### config.mk
export PLATFORM = sky130hd
export DESIGN_NAME = pwr_stat_ctrl
export DESIGN_NICKNAME = d
export VERILOG_FILES = /design/src/rtl/pwr_stat_pkg.sv /design/src/rtl/pwr_sticky_flag.sv /design/src/rtl/pwr_once_bit.sv /design/src/rtl/pwr_trip_bits.sv /design/src/rtl/pwr_stat_ctrl.sv
export SDC_FILE = /design/constraint.sdc
export NUM_CORES = 1
export LEC_CHECK = 0
export BUFFER_PORTS_ARGS = -buffer_cell sky130_fd_sc_hd__buf_4
export CAP_MARGIN = 10
export CORE_AREA = 2 2 39 41
export CTS_CLUSTER_SIZE = 28
export DETAILED_ROUTE_END_ITERATION = 12
export DIE_AREA = 0 0 41 43
export GPL_TIMING_DRIVEN = 0
export PLACE_DENSITY = 0.74
export RECOVER_POWER = 25
export SLEW_MARGIN = 30
export SYNTH_ARGS = -nofsm -noshare
export SYNTH_HDL_FRONTEND = slang
export SYNTH_HIERARCHICAL = 1
export SYNTH_SLANG_ARGS = --single-unit
### constraint.sdc
create_clock -name clk -period 1.1 [get_ports clk]
set_clock_uncertainty 0.15 [all_clocks]
set_input_delay 0.11 -clock clk [delete_from_list [all_inputs] [get_ports clk]]
set_output_delay 0.11 -clock clk [all_outputs]
set_load 0.005 [all_outputs]
### src/rtl/pwr_stat_pkg.sv
package pwr_stat_pkg;
  localparam int REG_W     = 8;
  localparam int BIT_WFLAG = 7;
  localparam int BIT_WACK  = 6;
  localparam int BIT_DSEL  = 5;
  localparam int BIT_WSEL  = 4;
  localparam int BIT_PFLAG = 3;
  localparam int BIT_PACK  = 2;
  localparam int BIT_PDEN  = 1;
  localparam int BIT_PSEL  = 0;
  localparam int N_ONCE    = 2;  // write-once bits occupy positions 0..N_ONCE-1
  localparam int N_TRIP    = 2;  // trip selects occupy BIT_WSEL..BIT_WSEL+N_TRIP-1
endpackage

### src/rtl/pwr_sticky_flag.sv
module pwr_sticky_flag (
  input  logic clk,
  input  logic rst,
  input  logic set_i,
  input  logic ack_i,
  input  logic hold_i,
  output logic flag_o
);
  always_ff @(posedge clk) begin
    if (rst)                  flag_o <= 1'b0;
    else if (set_i)           flag_o <= 1'b1;
    else if (ack_i && !hold_i) flag_o <= 1'b0;
  end

  AST_SET_WINS: assert property (@(posedge clk) disable iff (rst)
    set_i |=> flag_o);
  AST_FLAG_STICKY: assert property (@(posedge clk) disable iff (rst)
    (flag_o && !ack_i) |=> flag_o);
  AST_ACK_BLOCKED: assert property (@(posedge clk) disable iff (rst)
    (flag_o && hold_i) |=> flag_o);
endmodule

### src/rtl/pwr_once_bit.sv
module pwr_once_bit (
  input  logic clk,
  input  logic rst,
  input  logic wr_i,
  input  logic d_i,
  output logic q_o
);
  logic lock_q;

  always_ff @(posedge clk) begin
    if (rst) begin
      q_o    <= 1'b0;
      lock_q <= 1'b0;
    end else if (wr_i && !lock_q) begin
      q_o    <= d_i;
      lock_q <= 1'b1;
    end
  end

  AST_ONCE_LOCK: assert property (@(posedge clk) disable iff (rst)
    lock_q |=> $stable(q_o));
endmodule

### src/rtl/pwr_trip_bits.sv
module pwr_trip_bits #(
  parameter int N = 2
) (
  input  logic         clk,
  input  logic         rst_por,
  input  logic         wr_i,
  input  logic [N-1:0] d_i,
  output logic [N-1:0] q_o
);
  for (genvar g = 0; g < N; g++) begin : g_trip
    always_ff @(posedge clk) begin
      if (rst_por)   q_o[g] <= 1'b0;
      else if (wr_i) q_o[g] <= d_i[g];
    end
  end
endmodule

### src/rtl/pwr_stat_ctrl.sv
module pwr_stat_ctrl
  import pwr_stat_pkg::*;
(
  input  logic             clk,
  input  logic             rst_por,
  input  logic             rst_lvd,
  input  logic             rst_other,
  input  logic             sel_i,
  input  logic             wr_i,
  input  logic [REG_W-1:0] wdata_i,
  output logic [REG_W-1:0] rdata_o,
  input  logic             warn_live_i,
  input  logic             stop2_exit_i,
  output logic             det_trip_hi_o,
  output logic             warn_trip_hi_o,
  output logic             pd_enable_o,
  output logic             pd_stop2_o
);
  logic              rst_any;
  logic              wr_hit;
  logic              warn_flag;
  logic              pdx_flag;
  logic [N_ONCE-1:0] once_q;
  logic [N_TRIP-1:0] trip_q;
  logic              unused_wbits;

  assign rst_any      = rst_por | rst_lvd | rst_other;
  assign wr_hit       = sel_i & wr_i;
  assign unused_wbits = ^{wdata_i[BIT_WFLAG], wdata_i[BIT_PFLAG]};

  pwr_sticky_flag u_warn_flag (
    .clk    (clk),
    .rst    (rst_any),
    .set_i  (warn_live_i),
    .ack_i  (wr_hit & wdata_i[BIT_WACK]),
    .hold_i (warn_live_i),
    .flag_o (warn_flag)
  );

  pwr_sticky_flag u_pdx_flag (
    .clk    (clk),
    .rst    (rst_any),
    .set_i  (stop2_exit_i),
    .ack_i  (wr_hit & wdata_i[BIT_PACK]),
    .hold_i (1'b0),
    .flag_o (pdx_flag)
  );

  for (genvar g = 0; g < N_ONCE; g++) begin : g_once
    pwr_once_bit u_once (
      .clk  (clk),
      .rst  (rst_any),
      .wr_i (wr_hit),
      .d_i  (wdata_i[BIT_PSEL+g]),
      .q_o  (once_q[g])
    );
  end

  pwr_trip_bits #(.N(N_TRIP)) u_trip (
    .clk     (clk),
    .rst_por (rst_por),
    .wr_i    (wr_hit),
    .d_i     (wdata_i[BIT_WSEL +: N_TRIP]),
    .q_o     (trip_q)
  );

  assign det_trip_hi_o  = trip_q[BIT_DSEL-BIT_WSEL];
  assign warn_trip_hi_o = trip_q[0];
  assign pd_enable_o    = once_q[BIT_PDEN-BIT_PSEL];
  assign pd_stop2_o     = once_q[BIT_PDEN-BIT_PSEL] & once_q[0];

  always_comb begin
    rdata_o = '0;
    if (sel_i) begin
      rdata_o[BIT_WFLAG]                = warn_flag;
      rdata_o[BIT_WSEL +: N_TRIP]       = trip_q;
      rdata_o[BIT_PFLAG]                = pdx_flag;
      rdata_o[BIT_PSEL +: N_ONCE]       = once_q;
    end
  end

  AST_TRIP_KEEP: assert property (@(posedge clk) disable iff (rst_por)
    (rst_lvd || rst_other) |=> $stable(trip_q));
  AST_RESET_CLEARS: assert property (@(posedge clk)
    rst_any |=> (!pd_enable_o && !pd_stop2_o));
endmodule

==> results <==
- Ranked by total cell area, the synthesized netlist is headed by sky130_fd_sc_hd__dfxtp_1, sky130_fd_sc_hd__and2_1, sky130_fd_sc_hd__nor2_1.
- The delay of the slowest critical-path stage is roughly 0.32 ns.
- The sort of element at the start of the critical path is a register.
- At the end of routability-driven placement, the weighted congestion stood at 0.6601.
- The initial antenna violation count is 0.
- The share of synthesized registers carrying an async set or reset is 0.
- In this run the cell area of the synthesized design comes to between 400 and 500 um^2.
- The portion of the clock cycle consumed by the worst path in the final layout is 0.9820.
- The number of enable-type register cells in the synthesized netlist is 0.
- The nature of the critical path endpoint is an output port.
- The repair_antennas step left the layout with diodes totalling 0.
- The most used flip-flop cell after synthesis is sky130_fd_sc_hd__dfxtp_1.
- The die covers between 1500 and 2000 um^2.
- The count of buffers added on input and output ports is 23.
- The number of nets with antenna violations after detailed routing is 0.
- The total overflow reported by the global router is 0.
- In the routed design, unresolved DRC markers number 0.
- The path class of the tightest hold or removal check is in -> reg.
- The core area is ~1400 um^2.
- The netlist uses 14 different library cells.
- In this run the static leakage power is 0.3601 nW.
- After detailed routing, the total wire length is 957 um.
- The first-pass iteration count of the detailed router is 2.
- The routed design could run at a clock period as short as approximately 1.1 ns.
- In this run the horizontal extent of the chip is ~40 um.
- The final cell area excluding filler cells is approximately 770 um^2.
- The vertical die dimension is around 43 um.
- Of the post-synthesis cell area, the dominant cell type holds 0.4000.
- The wire length per cell after detailed routing is between 9 and 10 um.
- The CTS root buffer is sky130_fd_sc_hd__clkbuf_4.
- The wire length of the first global-routing pass is ~1600 um.
- The total power divided by cell area is between 800 and 900 nW/um^2.
- The post-synthesis to final-layout area growth is 92.50%.
- The number of pins with negative max-slew slack in the final report was 0.
- The aggregate global-route resource usage is 0.1410.
- Dividing the synthesized area by the synthesized cell count gives ~9 um^2.
- The final hold violation count is 0.
- The critical path in this run is classified as reg -> out.
- The clock latency of the later-clocked register in the worst-skew pair is 0.25 ns.
- The fill cell total of the finished layout is ~130.
- The critical-path maximum fanout is 3.
- The data required time of the critical path is between 0.8 and 0.9 ns.
- By count the netlist is led by sky130_fd_sc_hd__and2_1, sky130_fd_sc_hd__dfxtp_1, sky130_fd_sc_hd__nor2_1.
- The placed instances occupy a cell area of around 600 um^2.
- The run finished with clean final reports.
- Of the synthesized area, sequential elements account for 0.4000.
- The maximum achievable frequency is 0.9257 GHz.
- The starting DRC count in detailed routing is 2.
- After layout, the worst setup slack is 0.01977 ns.
- The tool flagged a number of max-cap violations equal to 0.
- For the worst setup path, the data arrival time is around 0.8 ns.
- In this run the number of H-tree levels came out at 1.
- After technology mapping, the gate count stands at between 40 and 50.
- Setup repair after global routing could not meet its margin everywhere.
- Counting flops and latches in the post-synthesis netlist gives 8.
- For this run, the post-layout net count is 100.
- Overall power consumption after layout is estimated at 650.3 uW.
- The number of cell rows is 14.
- Pin placement for this block handled 28 I/O pins.
- The maximum number of buffers from clock root to sink is 2.
- At the placement stage, the worst setup path has a slack of -0.1649 ns.
- On the critical path, the stage with the largest delay is an instance of sky130_fd_sc_hd__dfxtp_2.
- The number of global-route vias before repair is 422.
- The clock-pin slew on the worst setup and hold paths is approximately 0.050 ns.
- Entering global routing, the biggest net connects 10 pins.
- The biggest area contributor in the post-synthesis netlist is sky130_fd_sc_hd__dfxtp_1.
- The starting utilization of the core area is 0.2893.
- The share of post-route cells with drive strength above 1 is 0.5854.
- TritonCTS built the clock tree.
- The number of clock sinks is 8.
- Setup violations remaining at the end of the flow were counted as 0.
- The worst-case IR drop observed on VDD is roughly 460 uV.
- Traced cell by cell, the critical path runs through and2_4 > buf_6.
- The total via count in the routed design is 418.
- The via density per instance is between 4 and 5.
- The total number of yosys warnings is 6.
- The half-perimeter wire length after placement is approximately 650 um.
- The number of buffers inserted during clock tree synthesis is 3.
[cells in the final DEF, fill, tap and decap left out, drive strengths merged]
master	n
conb	3
clkbuf	4
mux2i	2
nor3	2
and3	2
o21ai	2
and2	8
nor2b	2
or3	1
nand4bb	2
nand2b	2
dlygate4sd3	7
buf	27
dfxtp	8
nor3b	2
nor2	8
[flip-flops by register name, indices dropped and copies added (netlist names)]
name,count
g_once.u_once/lock_q,2
g_once.u_once/q_o,2
u_trip/q_o,2
u_pdx_flag/flag_o,1
u_warn_flag/flag_o,1
[area by class of cell]
class                           count  area (um^2)  area share
Tap cell                           16        20.02     0.02597
Sequential cell                     8        167.7      0.2175
Multi-Input combinational cell     36        250.2      0.3247
Timing Repair Buffer               33        295.3      0.3831
Clock buffer                        3        22.52     0.02922
Buffer                              2        15.01     0.01948
[metrics by stage]
stage	TNS (ns)	hold WS [ns]	utilization	cells
finish	0	0.1562	0.5570	98
global placement	-0.3591	0.1376	0.4340	85
global route	-0.03112	0.1964	0.5570	98
CTS	-0.006112	0.1652	0.5298	98
detailed placement	-0.4362	0.1424	0.4340	85
floorplan	0	0.03238	-	46
[worst max-delay path, delay by kind of cell (launching register included)]
family,cells,cell delay [ns]
buffers and inverters,1,0.10
DFF,1,0.32
and+or+nand+nor,1,0.15
[per-layer routing]
| layer | GRT usage | vias to the layer above | wire length [um] |
|---|---|---|---|
| met1 | 0.1461 | 180 | 368 |
| li1 | - | 219 | - |
| met2 | 0.2313 | 17 | 523 |
| met3 | 0.04712 | 2 | 61 |
| met4 | 0.08000 | 0 | 4 |
| met5 | 0 | - | 0 |
[path summary, 6_finish.rpt]
check / start / end / slack (ns) / depth (start not counted)
hold / removal: rst_other / u_warn_flag/flag_o$_SDFFE_PP0P_ / 0.16 / 3
setup reg to reg: g_once[1].u_once/q_o$_SDFFE_PP0P_ / g_once[1].u_once/q_o$_SDFFE_PP0P_ / 0.16 / 4
hold reg to reg: g_once[0].u_once/q_o$_SDFFE_PP0P_ / g_once[0].u_once/q_o$_SDFFE_PP0P_ / 0.32 / 2
setup / recovery: g_once[1].u_once/q_o$_SDFFE_PP0P_ / pd_stop2_o / 0.02 / 2
[power breakdown]
| part | internal (mW) | switching [mW] | total, mW | leakage [nW] |
|---|---|---|---|---|
| Sequential | 0.299 | 0.00481 | 0.304 | 0.0677 |
| Clock | 0.124 | 0.0930 | 0.217 | 0.0138 |
| Combinational | 0.0853 | 0.0434 | 0.129 | 0.279 |
[cell families (layout without fill, tap and decap cells)]
kind of cell    Yosys count  count (layout)  synth area share
simple gates             29              29            0.4781
flops                     8               8            0.4000
compound gates            2               2           0.02500
mux                       2               2           0.05000
buf+inv                   2              38           0.03749
other cells               1               3          0.009366
[repair_timing]
item	CTS	global route
buffers inserted	3	0
endpoints found under the setup margin	5	9
pin swaps	2	1
hold endpoints to repair	6	0
hold buffers	7	0
resized for setup	8	13
(Power assumes the default switching activity.)
